$ cat src/rtl/mib_pkg.sv
package mib_pkg;
  localparam int unsigned WORD_W  = 32;
  localparam int unsigned HALF_W  = 16;
  localparam int unsigned SEL_W   = 2;
  localparam int unsigned IDX_W   = 10;
  localparam int unsigned FIELD_W = 30;
  localparam logic [SEL_W-1:0] SEL_MIB = 2'b11;

  typedef struct packed {
    logic               ovf;
    logic               vld;
    logic [FIELD_W-1:0] cnt;
  } mib_word_t;
endpackage

$ cat src/rtl/mib_cnt_cell.sv
module mib_cnt_cell #(
  parameter int unsigned CNT_W = 30
) (
  input  logic             clk_i,
  input  logic             rst_ni,
  input  logic             inc_i,
  input  logic             clr_i,
  output logic [CNT_W-1:0] cnt_o,
  output logic             ovf_o
);
  logic [CNT_W-1:0] cnt_q;
  logic             ovf_q;

  always_ff @(posedge clk_i or negedge rst_ni) begin
    if (!rst_ni) begin
      cnt_q <= '0;
      ovf_q <= 1'b0;
    end else if (clr_i) begin
      cnt_q <= CNT_W'(inc_i);  // same-cycle event survives the clear
      ovf_q <= 1'b0;
    end else if (inc_i) begin
      cnt_q <= cnt_q + 1'b1;
      if (&cnt_q) ovf_q <= 1'b1;
    end
  end

  assign cnt_o = cnt_q;
  assign ovf_o = ovf_q;

  assert_wrap_flag_R8: assert property (@(posedge clk_i) disable iff (!rst_ni)
    (inc_i && !clr_i && (&cnt_q)) |=> (ovf_q && cnt_q == '0));
  assert_flag_sticky_R8: assert property (@(posedge clk_i) disable iff (!rst_ni)
    (ovf_q && !clr_i) |=> ovf_q);
  assert_clear_keeps_event_R7: assert property (@(posedge clk_i) disable iff (!rst_ni)
    clr_i |=> (!ovf_q && cnt_q == CNT_W'($past(inc_i))));
endmodule

$ cat src/rtl/mib_access_ctrl.sv
module mib_access_ctrl
  import mib_pkg::*;
#(
  parameter int unsigned NUM_CNT = 32,
  parameter int unsigned CNT_W   = 30
) (
  input  logic             clk_i,
  input  logic             rst_ni,
  input  logic             we_i,
  input  logic [SEL_W-1:0] sel_i,
  input  logic [IDX_W-1:0] idx_i,
  input  logic [CNT_W-1:0] cnt_i [NUM_CNT],
  input  logic [NUM_CNT-1:0] ovf_i,
  output logic [NUM_CNT-1:0] clr_o,
  output mib_word_t        word_o
);
  localparam int unsigned SLOT_W = (NUM_CNT > 1) ? $clog2(NUM_CNT) : 1;

  logic              pend_q, hit_q;
  logic [SLOT_W-1:0] slot_q;
  mib_word_t         word_q, word_d;
  logic              hit_d;

  assign hit_d = (sel_i == SEL_MIB) && (idx_i < IDX_W'(NUM_CNT));

  always_comb begin
    word_d = '0;
    if (hit_q) begin
      word_d.ovf = ovf_i[slot_q];
      word_d.vld = 1'b1;
      word_d.cnt = FIELD_W'(cnt_i[slot_q]);
    end
  end

  always_ff @(posedge clk_i or negedge rst_ni) begin
    if (!rst_ni) begin
      pend_q <= 1'b0;
      hit_q  <= 1'b0;
      slot_q <= '0;
      word_q <= '0;
    end else if (we_i) begin
      pend_q <= 1'b1;
      hit_q  <= hit_d;
      slot_q <= idx_i[SLOT_W-1:0];
      word_q <= '0;   // valid drops while the fetch is pending
    end else if (pend_q) begin
      pend_q <= 1'b0;
      word_q <= word_d;
    end
  end

  always_comb begin
    clr_o = '0;
    if (pend_q && hit_q && !we_i) clr_o[slot_q] = 1'b1;
  end

  assign word_o = word_q;

  assert_valid_low_after_write_R5: assert property (@(posedge clk_i) disable iff (!rst_ni)
    we_i |=> (word_q == '0));
  assert_valid_after_fetch_R5: assert property (@(posedge clk_i) disable iff (!rst_ni)
    (pend_q && hit_q && !we_i) |=> word_q.vld);
  assert_miss_reads_zero_R9: assert property (@(posedge clk_i) disable iff (!rst_ni)
    (pend_q && !hit_q && !we_i) |=> (word_q == '0));
  assert_single_clear_R6: assert property (@(posedge clk_i) disable iff (!rst_ni)
    $onehot0(clr_o));
  assert_hold_R11: assert property (@(posedge clk_i) disable iff (!rst_ni)
    (!we_i && !pend_q) |=> $stable(word_q));
endmodule

$ cat src/rtl/mib_counter_bank.sv
module mib_counter_bank
  import mib_pkg::*;
#(
  parameter int unsigned NUM_CNT = 32,
  parameter int unsigned CNT_W   = 30
) (
  input  logic               clk_i,
  input  logic               rst_ni,
  input  logic [NUM_CNT-1:0] event_i,
  input  logic               ctrl_we_i,
  input  logic [1:0]         ctrl_sel_i,
  input  logic [9:0]         ctrl_idx_i,
  input  logic               rd_half_i,
  output logic [15:0]        rdata_o
);
  logic [CNT_W-1:0]   cnt_w [NUM_CNT];
  logic [NUM_CNT-1:0] ovf_w;
  logic [NUM_CNT-1:0] clr_w;
  mib_word_t          word_w;

  for (genvar g = 0; g < NUM_CNT; g++) begin : g_cell
    mib_cnt_cell #(.CNT_W(CNT_W)) i_cell (
      .clk_i  (clk_i),
      .rst_ni (rst_ni),
      .inc_i  (event_i[g]),
      .clr_i  (clr_w[g]),
      .cnt_o  (cnt_w[g]),
      .ovf_o  (ovf_w[g])
    );
  end

  mib_access_ctrl #(.NUM_CNT(NUM_CNT), .CNT_W(CNT_W)) i_ctrl (
    .clk_i  (clk_i),
    .rst_ni (rst_ni),
    .we_i   (ctrl_we_i),
    .sel_i  (ctrl_sel_i),
    .idx_i  (ctrl_idx_i),
    .cnt_i  (cnt_w),
    .ovf_i  (ovf_w),
    .clr_o  (clr_w),
    .word_o (word_w)
  );

  assign rdata_o = rd_half_i ? word_w[WORD_W-1:HALF_W] : word_w[HALF_W-1:0];

  assert_no_clear_on_miss_R10: assert property (@(posedge clk_i) disable iff (!rst_ni)
    (ctrl_we_i && !(ctrl_sel_i == SEL_MIB && ctrl_idx_i < 10'(NUM_CNT))) |=> (clr_w == '0));
endmodule

$ cat config.mk
export PLATFORM = sky130hd
export DESIGN_NAME = mib_counter_bank
export DESIGN_NICKNAME = d
export VERILOG_FILES = /design/src/rtl/mib_pkg.sv /design/src/rtl/mib_cnt_cell.sv /design/src/rtl/mib_access_ctrl.sv /design/src/rtl/mib_counter_bank.sv
export SDC_FILE = /design/constraint.sdc
export NUM_CORES = 2
export LEC_CHECK = 0
export CORE_MARGIN = 2
export CORE_UTILIZATION = 65
export CTS_BUF_LIST = sky130_fd_sc_hd__clkbuf_2
export CTS_CLUSTER_DIAMETER = 40
export CTS_CLUSTER_SIZE = 12
export DETAILED_ROUTE_END_ITERATION = 12
export DONT_BUFFER_PORTS = 1
export PLACE_DENSITY = 0.81
export SYNTH_ARGS = -nofsm -noshare
export SYNTH_HDL_FRONTEND = slang
export SYNTH_HIERARCHICAL = 1
export SYNTH_SLANG_ARGS = --single-unit
$ cat constraint.sdc
create_clock -name clk_i -period 3.6 [get_ports clk_i]
set_input_delay 0.54 -clock clk_i [delete_from_list [all_inputs] [get_ports clk_i]]
set_output_delay 0.54 -clock clk_i [all_outputs]
set_load 0.02 [all_outputs]
==> impl_metrics.yaml <==
drt:
  viasPerCell: 6.88
  wl_mm: 175
  drt_first_pass_iters: 6
  drc: 0
  postRouteAntennaNets: 0
  drt-initial-drc-count: 6039
  post_drt_wl_per_cell_um: 22.4
  vias: 54000
critical_path:
  arrival_ns: 4.89
  rr_startpoint: "i_ctrl/slot_q[4]$_DFFE_PN0P_"
  rrSetupSlack_ns: 0.16
  required_ns: 5.05
  critPathLaunch: "ctrl_we_i"
  cp-end-kind: "flop"
  rr_worst_depth: 8
  r2r_end: "g_cell[18].i_cell/ovf_o$_DFFE_PN0P_"
  start_kind: "primary input"
  critPathMaxFanout: 17
  critical_path.endpoint: "g_cell[31].i_cell/cnt_o[28]$_DFFE_PN0P_"
  path_class: "in -> reg"
synthesis:
  yosys.area_share.adder: 0.00654
  synth_ff_type: "dfrtp_1"
  ys_warn_count: 6
  synth_cell_types: 46
  synthSimpleGateAreaFrac: 0.221
  synth_nets: 6646
  syn-cell-area_um2: 61200
  synth_xor_area_frac: 0.0504
  synth_top_cell_area_share: 0.422
  yosys-mux-area-fraction: 0.0908
  synth_top_family_by_area: "simple AND/OR/NAND/NOR gates"
  ys_seq_area_frac: 0.422
  synthTopCellsByArea: "dfrtp_1 (42%), mux2i_1 (8.6%), or4_1 (6.3%), o31ai_1 (5.9%), a21oi_1 (5.0%)"
  synth_cells: 6566
  async_reset_ff_frac: 1.00
  syn_avg_cell_area_um2: 9.32
  ys_ff_latch: 1031
  synth-compound-area-share: 0.157
  synth_edf_count: 0
  yosysTopAreaCell: "dfrtp_1"
sta:
  fin_crit_sh: 0.958
  worst_slew_pin_slew_ns: 1.43
  fin_crit_ns: 3.45
  max_freq_ghz: 0.290
  finClkSkew_ns: 0.150
  slew_violations: 0
  setup_viol: 0
  hold_violations: 0
  rsz0062_at_grt: "no"
  whs_ns: 0.355
  relSlewSlack: 0.0465
  fin_ws_ns: 0.151
status:
  outcome: "finished, final reports clean"
cts:
  cts_buffers: 157
  ctsLongestPathBuffers: 3
  clk_pin_slew_worst_paths_ns: 0.18
  clock-sinks: 1031
  cts_tree: "built"
  cts_root_buf: "clkbuf_2"
  htree_levels: 4
  clk_latency_ns: 1.55
placed_design:
  dpl_worst_slack_ns: -0.115
  dp.final_hpwl_mm: 121
  gp_congestion: 1.05
  io_buffers: 0
global_routing:
  antenna_found_initial: 10
  grt_max_degree: 1032
  grt_usage: 0.353
  grt_pass1_vias: 49100
  grt_pass1_wl_mm: 273
  grt.overflow.total: 0
die:
  io_pins: 64
  rows: 112
  die_x_um: 311
  initial_utilization: 0.656
  die_area_um2: 96600
  die_h_um: 311
  coreArea_um2: 93300
power:
  ir_drop_mv: 0.377
  p_per_area_nw_per_um2: 425
  totalPowerFinal_w: 0.0275
  leakagePower_nw: 25.7
run:
  maxCapViolCount: 0
finish:
  final_nets: 6526
  layout-drive-gt1-share: 0.0780
  num-fill-cells: 7290
  syn_to_final_growth_pct: 5.63
min_path:
  hold_path.class: "in -> async"
## per-stage QoR
| stage | util | area, µm² | std cells | setup TNS, ns |
|---|---|---|---|---|
| floorplan | - | 61200 | 6566 | 0 |
| global placement | 0.657 | 61300 | 7421 | -0.182 |
| detailed placement | 0.657 | 61300 | 7421 | -2.23 |
| CTS | 0.691 | 64500 | 7823 | 0 |
| global route | 0.693 | 64600 | 7837 | 0 |
| finish | 0.693 | 64600 | 7841 | 0 |
## cell type report
cell class / instances / area (µm²) / share of cell area
timing repair buffer: 234 / 2210 / 0.0341
tap: 1254 / 1570 / 0.0243
antenna: 11 / 27.5 / 0.000426
inverter: 192 / 721 / 0.0111
clock buffer: 177 / 886 / 0.0137
multi-input combinational: 4830 / 32300 / 0.499
clock inverter: 112 / 1150 / 0.0178
sequential: 1031 / 25800 / 0.399
## Yosys cell counts, types with 192 or more instances
cell type,instances
dfrtp_1,1031
a21oi_1,607
mux2i_1,528
or4_1,513
o31ai_1,477
nand2_1,383
nor2_1,382
nand3_1,321
o22ai_1,249
clkbuf_1,245
nand4_1,226
inv_1,192
xor2_1,192
## kinds of logic (layout without fill, tap and decap cells)
kind of cell | after synthesis | count (layout)
other | 0 | 11
buffers and inverters | 705 | 715
AO/OA/AOI/OAI | 1529 | 1529
AND/OR/NAND/NOR | 2368 | 2368
multiplexers | 549 | 549
flip-flops | 1031 | 1031
adder cells (fa/ha/maj) | 32 | 32
XOR/XNOR | 352 | 352
## where the power goes
group / internal, W / switching (W) / leakage [nW]
Sequential: 0.0127 / 0.00178 / 13.9
Combinational: 0.00221 / 0.00297 / 10.5
Clock: 0.00291 / 0.00489 / 1.27
Total: 0.0178 / 0.00965 / 25.7
## metal layers
metal,GRT usage,vias to the layer above,share of wire
met4,0.214,4,0.065
li1,-,24900,-
met1,0.477,26500,0.41
met2,0.529,2083,0.45
met3,0.0672,475,0.080
met5,0,-,0.00014
## worst min-delay path by stage
| stage | startpoint | depth (start not counted) | end | slack (ns) |
|---|---|---|---|---|
| final | rst_ni | 3 | g_cell[25].i_cell/cnt_o[24]$_DFFE_PN0P_ | 0.35 |
| after global routing | ctrl_idx_i[0] | 3 | i_ctrl/slot_q[0]$_DFFE_PN0P_ | 0.25 |
| after global placement | rst_ni | 0 | g_cell[25].i_cell/cnt_o[28]$_DFFE_PN0P_ | 0.30 |
| after CTS | rst_ni | 0 | g_cell[3].i_cell/cnt_o[26]$_DFFE_PN0P_ | -1.43 |
| after floorplan | rst_ni | 0 | g_cell[0].i_cell/cnt_o[0]$_DFFE_PN0P_ | 0.24 |
| after detailed placement | rst_ni | 0 | g_cell[25].i_cell/ovf_o$_DFFE_PN0P_ | 0.29 |
## state kept, by name, indices dropped and copies added, names as in the netlist
| signal | cells |
|---|---|
| i_ctrl/hit_q | 1 |
| i_ctrl/slot_q | 5 |
| g_cell.i_cell/cnt_o | 960 |
| i_ctrl/pend_q | 1 |
| i_ctrl/word_o | 32 |
| g_cell.i_cell/ovf_o | 32 |
## layout by cell type, fill, tap and decap left out, drive strengths merged, types with 192 or more instances in the layout
cell | netlist | layout
a21oi | 607 | 607
dfrtp | 1031 | 1031
inv | 192 | 213
mux2i | 528 | 528
nand2 | 383 | 383
nand3 | 321 | 321
nand4 | 226 | 226
nor2 | 382 | 382
o22ai | 249 | 249
o31ai | 477 | 477
or4 | 544 | 544
xor2 | 192 | 192
## worst max-delay path, stage by stage
cell           delay [ns]
dlygate4sd3_1        0.55
dlygate4sd3_1        0.78
nor3b_2              0.41
nand3_2              0.44
buf_4                0.31
nor2_2               0.15
buf_4                0.20
o2111a_1             0.33
nand2_1              0.39
or4_1                0.62
a21oi_1              0.18
## repair_timing
action,in CTS,in global routing
endpoints found under the hold margin,2053,263
hold buffers,113,2
gates resized for setup,0,2
buffers inserted,0,0
endpoints found under the setup margin,0,87
Power figures use the tool's default switching activity.
